<file path="src/rtl/adc_pwr_pkg.sv">
package adc_pwr_pkg;

  typedef enum logic [2:0] {
    ST_IDLE   = 3'd0,
    ST_CONV   = 3'd1,
    ST_SETTLE = 3'd2,
    ST_ASLEEP = 3'd3,
    ST_SLEEP  = 3'd4,
    ST_PDOWN  = 3'd5,
    ST_PDWAKE = 3'd6,
    ST_SRST   = 3'd7
  } pwr_st_e;

  typedef enum logic [1:0] {
    PM_NORMAL = 2'b00,
    PM_PDOWN  = 2'b01,
    PM_SLEEP  = 2'b10,
    PM_AUTO   = 2'b11
  } pm_e;

endpackage

</file>
<file path="src/rtl/adc_pwr_regif.sv">
module adc_pwr_regif #(
  parameter int unsigned       ADDR_W      = 4,
  parameter int unsigned       DATA_W      = 8,
  parameter logic [ADDR_W-1:0] CFG_ADDR    = 4'h1,
  parameter logic [ADDR_W-1:0] SRST_ADDR   = 4'h4,
  parameter logic [DATA_W-1:0] CFG_DEFAULT = '0
) (
  input  logic              clk,
  input  logic              rst_n,
  input  logic              wr_stb,
  input  logic [ADDR_W-1:0] wr_addr,
  input  logic [DATA_W-1:0] wr_data,
  input  logic              if_hold,
  output logic [DATA_W-1:0] cfg_q,
  output logic              srst_pulse
);

  logic              cfg_wr;
  logic              cfg_en;
  logic [DATA_W-1:0] cfg_d;

  assign cfg_wr     = wr_stb && !if_hold && (wr_addr == CFG_ADDR);
  assign srst_pulse = wr_stb && !if_hold && (wr_addr == SRST_ADDR);

  always_comb begin
    cfg_en = cfg_wr || srst_pulse;
    cfg_d  = srst_pulse ? CFG_DEFAULT : wr_data;
  end

  always_ff @(posedge clk or negedge rst_n) begin
    if (!rst_n)      cfg_q <= CFG_DEFAULT;
    else if (cfg_en) cfg_q <= cfg_d;
  end

endmodule

</file>
<file path="src/rtl/adc_pwr_timer.sv">
module adc_pwr_timer #(
  parameter int unsigned TW = 6
) (
  input  logic          clk,
  input  logic          rst_n,
  input  logic          load,
  input  logic [TW-1:0] load_val,
  output logic          cnt_last
);

  logic [TW-1:0] cnt_q;
  logic [TW-1:0] cnt_d;
  logic          cnt_en;

  always_comb begin
    cnt_en = load || (cnt_q != '0);
    cnt_d  = load ? load_val : (cnt_q - TW'(1));
  end

  always_ff @(posedge clk or negedge rst_n) begin
    if (!rst_n)      cnt_q <= '0;
    else if (cnt_en) cnt_q <= cnt_d;
  end

  assign cnt_last = (cnt_q == TW'(1));

endmodule

</file>
<file path="src/rtl/adc_pwr_fsm.sv">
module adc_pwr_fsm
  import adc_pwr_pkg::*;
#(
  parameter int unsigned TW          = 6,
  parameter int unsigned SEQ_LEN     = 2,
  parameter int unsigned PD_WAKE_CYC = 40,
  parameter int unsigned RST_HOLD    = 4,
  parameter int unsigned SETTLE_HALF = 7,
  parameter int unsigned SETTLE_FULL = 14
) (
  input  logic          clk,
  input  logic          rst_n,
  input  pm_e           pm,
  input  logic          srst_pulse,
  input  logic          conv_start,
  input  logic          core_done,
  input  logic          seq_mode,
  input  logic          full_clk,
  input  logic          tmr_last,
  output pwr_st_e       st_q,
  output logic          tmr_load,
  output logic [TW-1:0] tmr_val,
  output logic          start_drop
);

  localparam int unsigned SCW = (SEQ_LEN > 1) ? $clog2(SEQ_LEN) : 1;
  localparam logic [SCW-1:0] SEQ_LAST = SCW'(SEQ_LEN - 1);

  pwr_st_e        st_d;
  logic [SCW-1:0] seq_cnt_q, seq_cnt_d;
  logic           seq_lat_q, seq_lat_d;
  logic           drop_d;

  function automatic pwr_st_e mode_target(input pm_e m, input logic from_conv);
    case (m)
      PM_PDOWN: mode_target = ST_PDOWN;
      PM_SLEEP: mode_target = ST_SLEEP;
      PM_AUTO:  mode_target = from_conv ? ST_ASLEEP : ST_IDLE;
      default:  mode_target = ST_IDLE;
    endcase
  endfunction

  always_comb begin
    st_d      = st_q;
    seq_cnt_d = seq_cnt_q;
    seq_lat_d = seq_lat_q;
    tmr_load  = 1'b0;
    tmr_val   = '0;
    drop_d    = 1'b0;
    case (st_q)
      ST_IDLE: begin
        if (conv_start) begin
          st_d      = ST_CONV;
          seq_lat_d = seq_mode;
          seq_cnt_d = '0;
        end else if (pm == PM_PDOWN || pm == PM_SLEEP) begin
          st_d = mode_target(pm, 1'b0);
        end
      end
      ST_ASLEEP: begin
        if (pm != PM_AUTO) begin
          st_d   = mode_target(pm, 1'b0);
          drop_d = conv_start;
        end else if (conv_start) begin
          st_d      = ST_SETTLE;
          seq_lat_d = seq_mode;
          seq_cnt_d = '0;
          tmr_load  = 1'b1;
          tmr_val   = full_clk ? TW'(SETTLE_FULL) : TW'(SETTLE_HALF);
        end
      end
      ST_SETTLE: begin
        drop_d = conv_start;
        if (tmr_last) st_d = ST_CONV;
      end
      ST_CONV: begin
        drop_d = conv_start;
        if (core_done) begin
          if (!seq_lat_q || seq_cnt_q == SEQ_LAST) begin
            seq_cnt_d = '0;
            st_d      = mode_target(pm, 1'b1);
          end else begin
            seq_cnt_d = seq_cnt_q + SCW'(1);
          end
        end
      end
      ST_SLEEP: begin
        drop_d = conv_start;
        if (pm == PM_PDOWN)      st_d = ST_PDOWN;
        else if (pm != PM_SLEEP) st_d = ST_IDLE;
      end
      ST_PDOWN: begin
        drop_d = conv_start;
        if (pm != PM_PDOWN) begin
          st_d     = ST_PDWAKE;
          tmr_load = 1'b1;
          tmr_val  = TW'(PD_WAKE_CYC);
        end
      end
      ST_PDWAKE: begin
        drop_d = conv_start;
        if (tmr_last) st_d = ST_IDLE;
      end
      default: begin
        drop_d = conv_start;
        if (tmr_last) st_d = ST_IDLE;
      end
    endcase
    if (srst_pulse) begin
      st_d      = ST_SRST;
      seq_cnt_d = '0;
      seq_lat_d = 1'b0;
      tmr_load  = 1'b1;
      tmr_val   = TW'(RST_HOLD);
      drop_d    = conv_start;
    end
  end

  always_ff @(posedge clk or negedge rst_n) begin
    if (!rst_n) begin
      st_q       <= ST_IDLE;
      seq_cnt_q  <= '0;
      seq_lat_q  <= 1'b0;
      start_drop <= 1'b0;
    end else begin
      st_q       <= st_d;
      seq_cnt_q  <= seq_cnt_d;
      seq_lat_q  <= seq_lat_d;
      start_drop <= drop_d;
    end
  end

endmodule

</file>
<file path="src/rtl/adc_pwr_seq_ctrl.sv">
module adc_pwr_seq_ctrl
  import adc_pwr_pkg::*;
#(
  parameter int unsigned       ADDR_W      = 4,
  parameter int unsigned       DATA_W      = 8,
  parameter logic [ADDR_W-1:0] CFG_ADDR    = 4'h1,
  parameter logic [ADDR_W-1:0] SRST_ADDR   = 4'h4,
  parameter logic [DATA_W-1:0] CFG_DEFAULT = '0,
  parameter int unsigned       SEQ_LEN     = 2,
  parameter int unsigned       PD_WAKE_CYC = 40,
  parameter int unsigned       RST_HOLD    = 4,
  parameter int unsigned       SETTLE_HALF = 7,
  parameter int unsigned       SETTLE_FULL = 14
) (
  input  logic              clk,
  input  logic              rst_n,
  input  logic              wr_stb,
  input  logic [ADDR_W-1:0] wr_addr,
  input  logic [DATA_W-1:0] wr_data,
  input  logic              conv_start,
  input  logic              core_done,
  input  logic              seq_mode,
  input  logic              full_clk,
  output logic              busy,
  output logic              sample_hold,
  output logic              bias_en,
  output logic              blocks_en,
  output logic              pd_flag,
  output logic              sleep_flag,
  output logic              asleep_flag,
  output logic              waking,
  output logic              start_drop,
  output logic [DATA_W-1:0] cfg_q
);

  localparam int unsigned MAX_A = (PD_WAKE_CYC > RST_HOLD) ? PD_WAKE_CYC : RST_HOLD;
  localparam int unsigned MAX_B = (SETTLE_FULL > SETTLE_HALF) ? SETTLE_FULL : SETTLE_HALF;
  localparam int unsigned MAX_C = (MAX_A > MAX_B) ? MAX_A : MAX_B;
  localparam int unsigned TW    = $clog2(MAX_C + 1);

  pwr_st_e       st_q;
  logic          srst_pulse;
  logic          tmr_load;
  logic [TW-1:0] tmr_val;
  logic          tmr_last;
  pm_e           pm;

  adc_pwr_regif #(
    .ADDR_W(ADDR_W), .DATA_W(DATA_W), .CFG_ADDR(CFG_ADDR),
    .SRST_ADDR(SRST_ADDR), .CFG_DEFAULT(CFG_DEFAULT)
  ) regif_i (
    .clk(clk), .rst_n(rst_n), .wr_stb(wr_stb), .wr_addr(wr_addr),
    .wr_data(wr_data), .if_hold(st_q == ST_SRST), .cfg_q(cfg_q),
    .srst_pulse(srst_pulse)
  );

  assign pm = pm_e'(cfg_q[1:0]);

  adc_pwr_timer #(.TW(TW)) timer_i (
    .clk(clk), .rst_n(rst_n), .load(tmr_load), .load_val(tmr_val),
    .cnt_last(tmr_last)
  );

  adc_pwr_fsm #(
    .TW(TW), .SEQ_LEN(SEQ_LEN), .PD_WAKE_CYC(PD_WAKE_CYC),
    .RST_HOLD(RST_HOLD), .SETTLE_HALF(SETTLE_HALF), .SETTLE_FULL(SETTLE_FULL)
  ) fsm_i (
    .clk(clk), .rst_n(rst_n), .pm(pm), .srst_pulse(srst_pulse),
    .conv_start(conv_start), .core_done(core_done), .seq_mode(seq_mode),
    .full_clk(full_clk), .tmr_last(tmr_last), .st_q(st_q),
    .tmr_load(tmr_load), .tmr_val(tmr_val), .start_drop(start_drop)
  );

  always_comb begin
    busy        = (st_q == ST_CONV);
    sample_hold = (st_q == ST_CONV);
    pd_flag     = (st_q == ST_PDOWN);
    sleep_flag  = (st_q == ST_SLEEP);
    asleep_flag = (st_q == ST_ASLEEP);
    waking      = (st_q == ST_PDWAKE);
    bias_en     = !(pd_flag || sleep_flag || asleep_flag);
    blocks_en   = !pd_flag;
  end

endmodule

</file>
<file path="config.mk">
export PLATFORM = sky130hd
export DESIGN_NAME = adc_pwr_seq_ctrl
export DESIGN_NICKNAME = d
export VERILOG_FILES = /design/src/rtl/adc_pwr_pkg.sv /design/src/rtl/adc_pwr_regif.sv /design/src/rtl/adc_pwr_timer.sv /design/src/rtl/adc_pwr_fsm.sv /design/src/rtl/adc_pwr_seq_ctrl.sv
export SDC_FILE = /design/constraint.sdc
export NUM_CORES = 1
export LEC_CHECK = 0
export BUFFER_PORTS_ARGS = -buffer_cell sky130_fd_sc_hd__buf_2
export CAP_MARGIN = 10
export CORE_AREA = 2 2 58 60
export DETAILED_ROUTE_END_ITERATION = 6
export DIE_AREA = 0 0 60 62
export PLACE_DENSITY = 0.73
export SLEW_MARGIN = 20
export SYNTH_ARGS = -nofsm -noshare
export SYNTH_HDL_FRONTEND = slang
export SYNTH_HIERARCHICAL = 1
export SYNTH_SLANG_ARGS = --single-unit
</file>
<file path="constraint.sdc">
create_clock -name clk -period 3.39 [get_ports clk]
set_input_delay 0.339 -clock clk [delete_from_list [all_inputs] [get_ports clk]]
set_output_delay 0.339 -clock clk [all_outputs]
set_load 0.02 [all_outputs]
</file>
==> qor.yml <==
setup_path:
  r2r_end: "timer_i/cnt_q[0]$_DFFE_PN0P_"
  worst_r2r_startpoint: "fsm_i/st_q[0]$_DFFE_PN0P_"
  r2r.worst_path.cells: 8
  timing.critical_path.from_type: "flip-flop"
  cpPeakStageDelay_ns: 0.57
  critical_path.slowest_cell: "or4b_4"
  endpoint_kind: "flip-flop"
  worst_path_required_time_ns: 3.61
  crit_arrival_ns: 2.91
  critPathMaxFanout: 16
  r2r_setup_slack_ns: 0.70
  timing.critical_path.cells: "and3_2 -> or4b_4 -> nor3b_1 -> buf_4 -> nand2b_1 -> nand2b_1 -> nor2_1 -> a221oi_2"
  worst_path_most_repeated_cell: "nand2b_1"
  critPathKind: "flip-flop to flip-flop"
clock_network:
  clk_pin_slew_worst_paths_ns: 0.12
  cts.sink_count: 20
  clock_tree.htree_level_count: 1
  worstSkewPairLatency_ns: 0.31
  cts_buffers: 3
  clockBufferDepth: 2
  post_cts_buffers: 0
  cts_root_buffer: "clkbuf_4"
  post_cts_resized: 0
  cts-hold-fix-buffers: 1
  cts_tree: "yes"
timing:
  skew_ns: 0.00544
  timing.slew.headroom_pct: 68.1
  max_slew.worst_pin.slew_ns: 0.466
  max_clock_freq_ghz: 0.372
  timing.final.setup_violations: 0
  post-route-worst-setup-slack_ns: 0.705
  final-max-slew-violation-count: 0
  totalNegativeSetupSlack_ns: 0
  setup_repair_after_global_routing_missed_its_margin: "false"
  min_period_ns: 2.69
  finalCritPeriodShare_pct: 79.2
  number_of_endpoints_with_negative_hold_slack_in_the_final_report: 0
logic_synthesis:
  synth.distinct_cells: 59
  postSynthNetCount: 178
  yosys.cell_count.top_type: "dfrtp_1"
  synth_top_flop_cell: "dfrtp_1"
  synth_top_area_share_pct: 33.8
  synth_area_um2: 1480
  synth_enable_flop_cells: 0
  yosys-top-cells-count: "dfrtp_1, nor2_1, nand2_1"
  synth_top_cell_by_area: "dfrtp_1"
  synth_sequential_area_ratio_pct: 33.8
  postSynthRegisterBits: 20
  synthesis.yosys.warnings: 6
  ys_async_sr_fraction_pct: 100
  avgSynthCellArea_um2: 9.75
  post_synthesis_cell_count: 152
  synth.top_cells.by_area: "dfrtp_1, ha_1, a22o_1, nor2_1, a211oi_1"
hold_path:
  hold_depth: 2
  worstHoldPathType: "input pin to flip-flop"
  min_delay_worst_endpoint: "regif_i/cfg_q[3]$_DFFE_PN0P_"
  worstHoldStart: "wr_data[3]"
placed_design:
  gp_congestion: 0.887
  preCtsSetupSlack_ns: 0.708
  place.detailed.hpwl_um: 2380
  io_buffer_count: 35
cells_and_area:
  seq_area_um2: 500
  n_antenna_cell: 0
  syn2layout_area_growth_pct: 18.2
  multi_input_area_um2: 896
  layout-drive-gt1-share_pct: 30.9
  layout.core_utilization_pct: 55.1
  fill_cell_count: 284
  final_net_count: 215
floorplanning:
  initial_utilization_pct: 46.6
  dieArea_um2: 3720
  chip_height_um: 62
  placement_rows: 21
  design.core.area_um2: 3180
  die_x_um: 60
  number_of_top_level_pins: 36
route:
  drtIter0Drc: 27
  vias: 1241
  route.detailed.wl_per_inst_um: 13.3
  antenna_left: 0
  drc: 0
  drt-total-wl_um: 3110
  detail_route.vias_per_cell: 5.30
  drt_first_pass_iters: 4
power_and_ir_drop:
  pwr_density_cell_nw_per_um2: 841
  leakagePower_nw: 0.850
  ir_drop_mv: 0.444
run_status:
  run_status: "finished clean"
global_routing:
  grt_remaining_overflow: 0
  grt_antenna_before_repair: 0
  grt_pass1_wl_um: 5060
  track_usage_pct: 17.9
  grt_max_degree: 21
  first_global_vias: 1198
run:
  maxCapViolations: 0
[registers in the layout, indices dropped and copies added (netlist names)]
signal            count
fsm_i/start_drop      1
regif_i/cfg_q         8
timer_i/cnt_q         6
fsm_i/seq_cnt_q       1
fsm_i/seq_lat_q       1
fsm_i/st_q            3
[power breakdown]
part	total, mW	switching, mW	internal, mW
clock network	0.197	0.0772	0.120
registers	0.407	0.0772	0.329
logic	0.870	0.486	0.384
[critical path: cells and delay by family (launching register included)]
family / cells / cell delay [ns]
flops: 1 / 0.40
compound gates: 1 / 0.26
buf+inv: 1 / 0.26
simple gates: 6 / 1.67
[metal layers]
metal,routed length (um),track usage (%),vias up
li1,-,-,622
met1,1530,22.9,584
met2,1450,30.1,31
met3,100,2.90,4
met4,31,7.30,0
met5,0,0,-
[metrics by stage]
step                      total power [mW]  cell area [um2]  hold slack (ns)  instances
after floorplan                       1.07             1480           0.0434        152
after global placement                1.26             1690            0.310        229
after detailed placement              1.28             1690            0.316        229
after CTS                             1.48             1750            0.225        234
after global routing                  1.59             1750            0.212        234
final                                 1.47             1750            0.236        234
[cells by family (layout without fill, tap and decap cells)]
| kind of cell | after synthesis | after routing | share of synthesized area [%] |
|---|---|---|---|
| adder cells (fa/ha/maj) | 7 | 7 | 5.91 |
| buffers and inverters | 16 | 52 | 5.74 |
| flip-flops | 20 | 20 | 33.8 |
| other | 1 | 1 | 0.253 |
| XOR/XNOR | 4 | 4 | 2.37 |
| multiplexers | 3 | 3 | 2.11 |
| AND/OR/NAND/NOR | 61 | 61 | 28.0 |
| AO/OA/AOI/OAI | 40 | 40 | 21.8 |
[worst max-delay path by stage]
| stage | start | end | slack [ns] | cells past startpoint |
|---|---|---|---|---|
| detailed placement | fsm_i/st_q[0]$_DFFE_PN0P_ | timer_i/cnt_q[0]$_DFFE_PN0P_ | 0.71 | 8 |
| CTS | fsm_i/st_q[0]$_DFFE_PN0P_ | timer_i/cnt_q[0]$_DFFE_PN0P_ | 0.69 | 8 |
| finish | fsm_i/st_q[0]$_DFFE_PN0P_ | timer_i/cnt_q[0]$_DFFE_PN0P_ | 0.70 | 8 |
| global placement | fsm_i/st_q[0]$_DFFE_PN0P_ | fsm_i/st_q[0]$_DFFE_PN0P_ | 0.84 | 7 |
| floorplan | fsm_i/st_q[0]$_DFFE_PN0P_ | timer_i/cnt_q[0]$_DFFE_PN0P_ | 0.43 | 9 |
| global route | fsm_i/st_q[0]$_DFFE_PN0P_ | timer_i/cnt_q[0]$_DFFE_PN0P_ | 0.54 | 8 |
[cell type report]
type / count / area share, %
Tap cell: 46 / 3.29
Clock inverter: 1 / 1.71
Multi-Input combinational cell: 116 / 51.1
Sequential cell: 20 / 28.6
Timing Repair Buffer: 40 / 12.3
Inverter: 8 / 1.71
Clock buffer: 3 / 1.29
[placed cells by master, fill, tap and decap left out, types with 5 or more instances in the layout]
| master | instances |
|---|---|
| inv_1 | 8 |
| nor2_1 | 11 |
| a211oi_1 | 5 |
| ha_1 | 7 |
| nand2_1 | 10 |
| dfrtp_1 | 20 |
| a21oi_1 | 5 |
| a22o_1 | 9 |
| buf_2 | 35 |
Power figures use the tool's default switching activity.
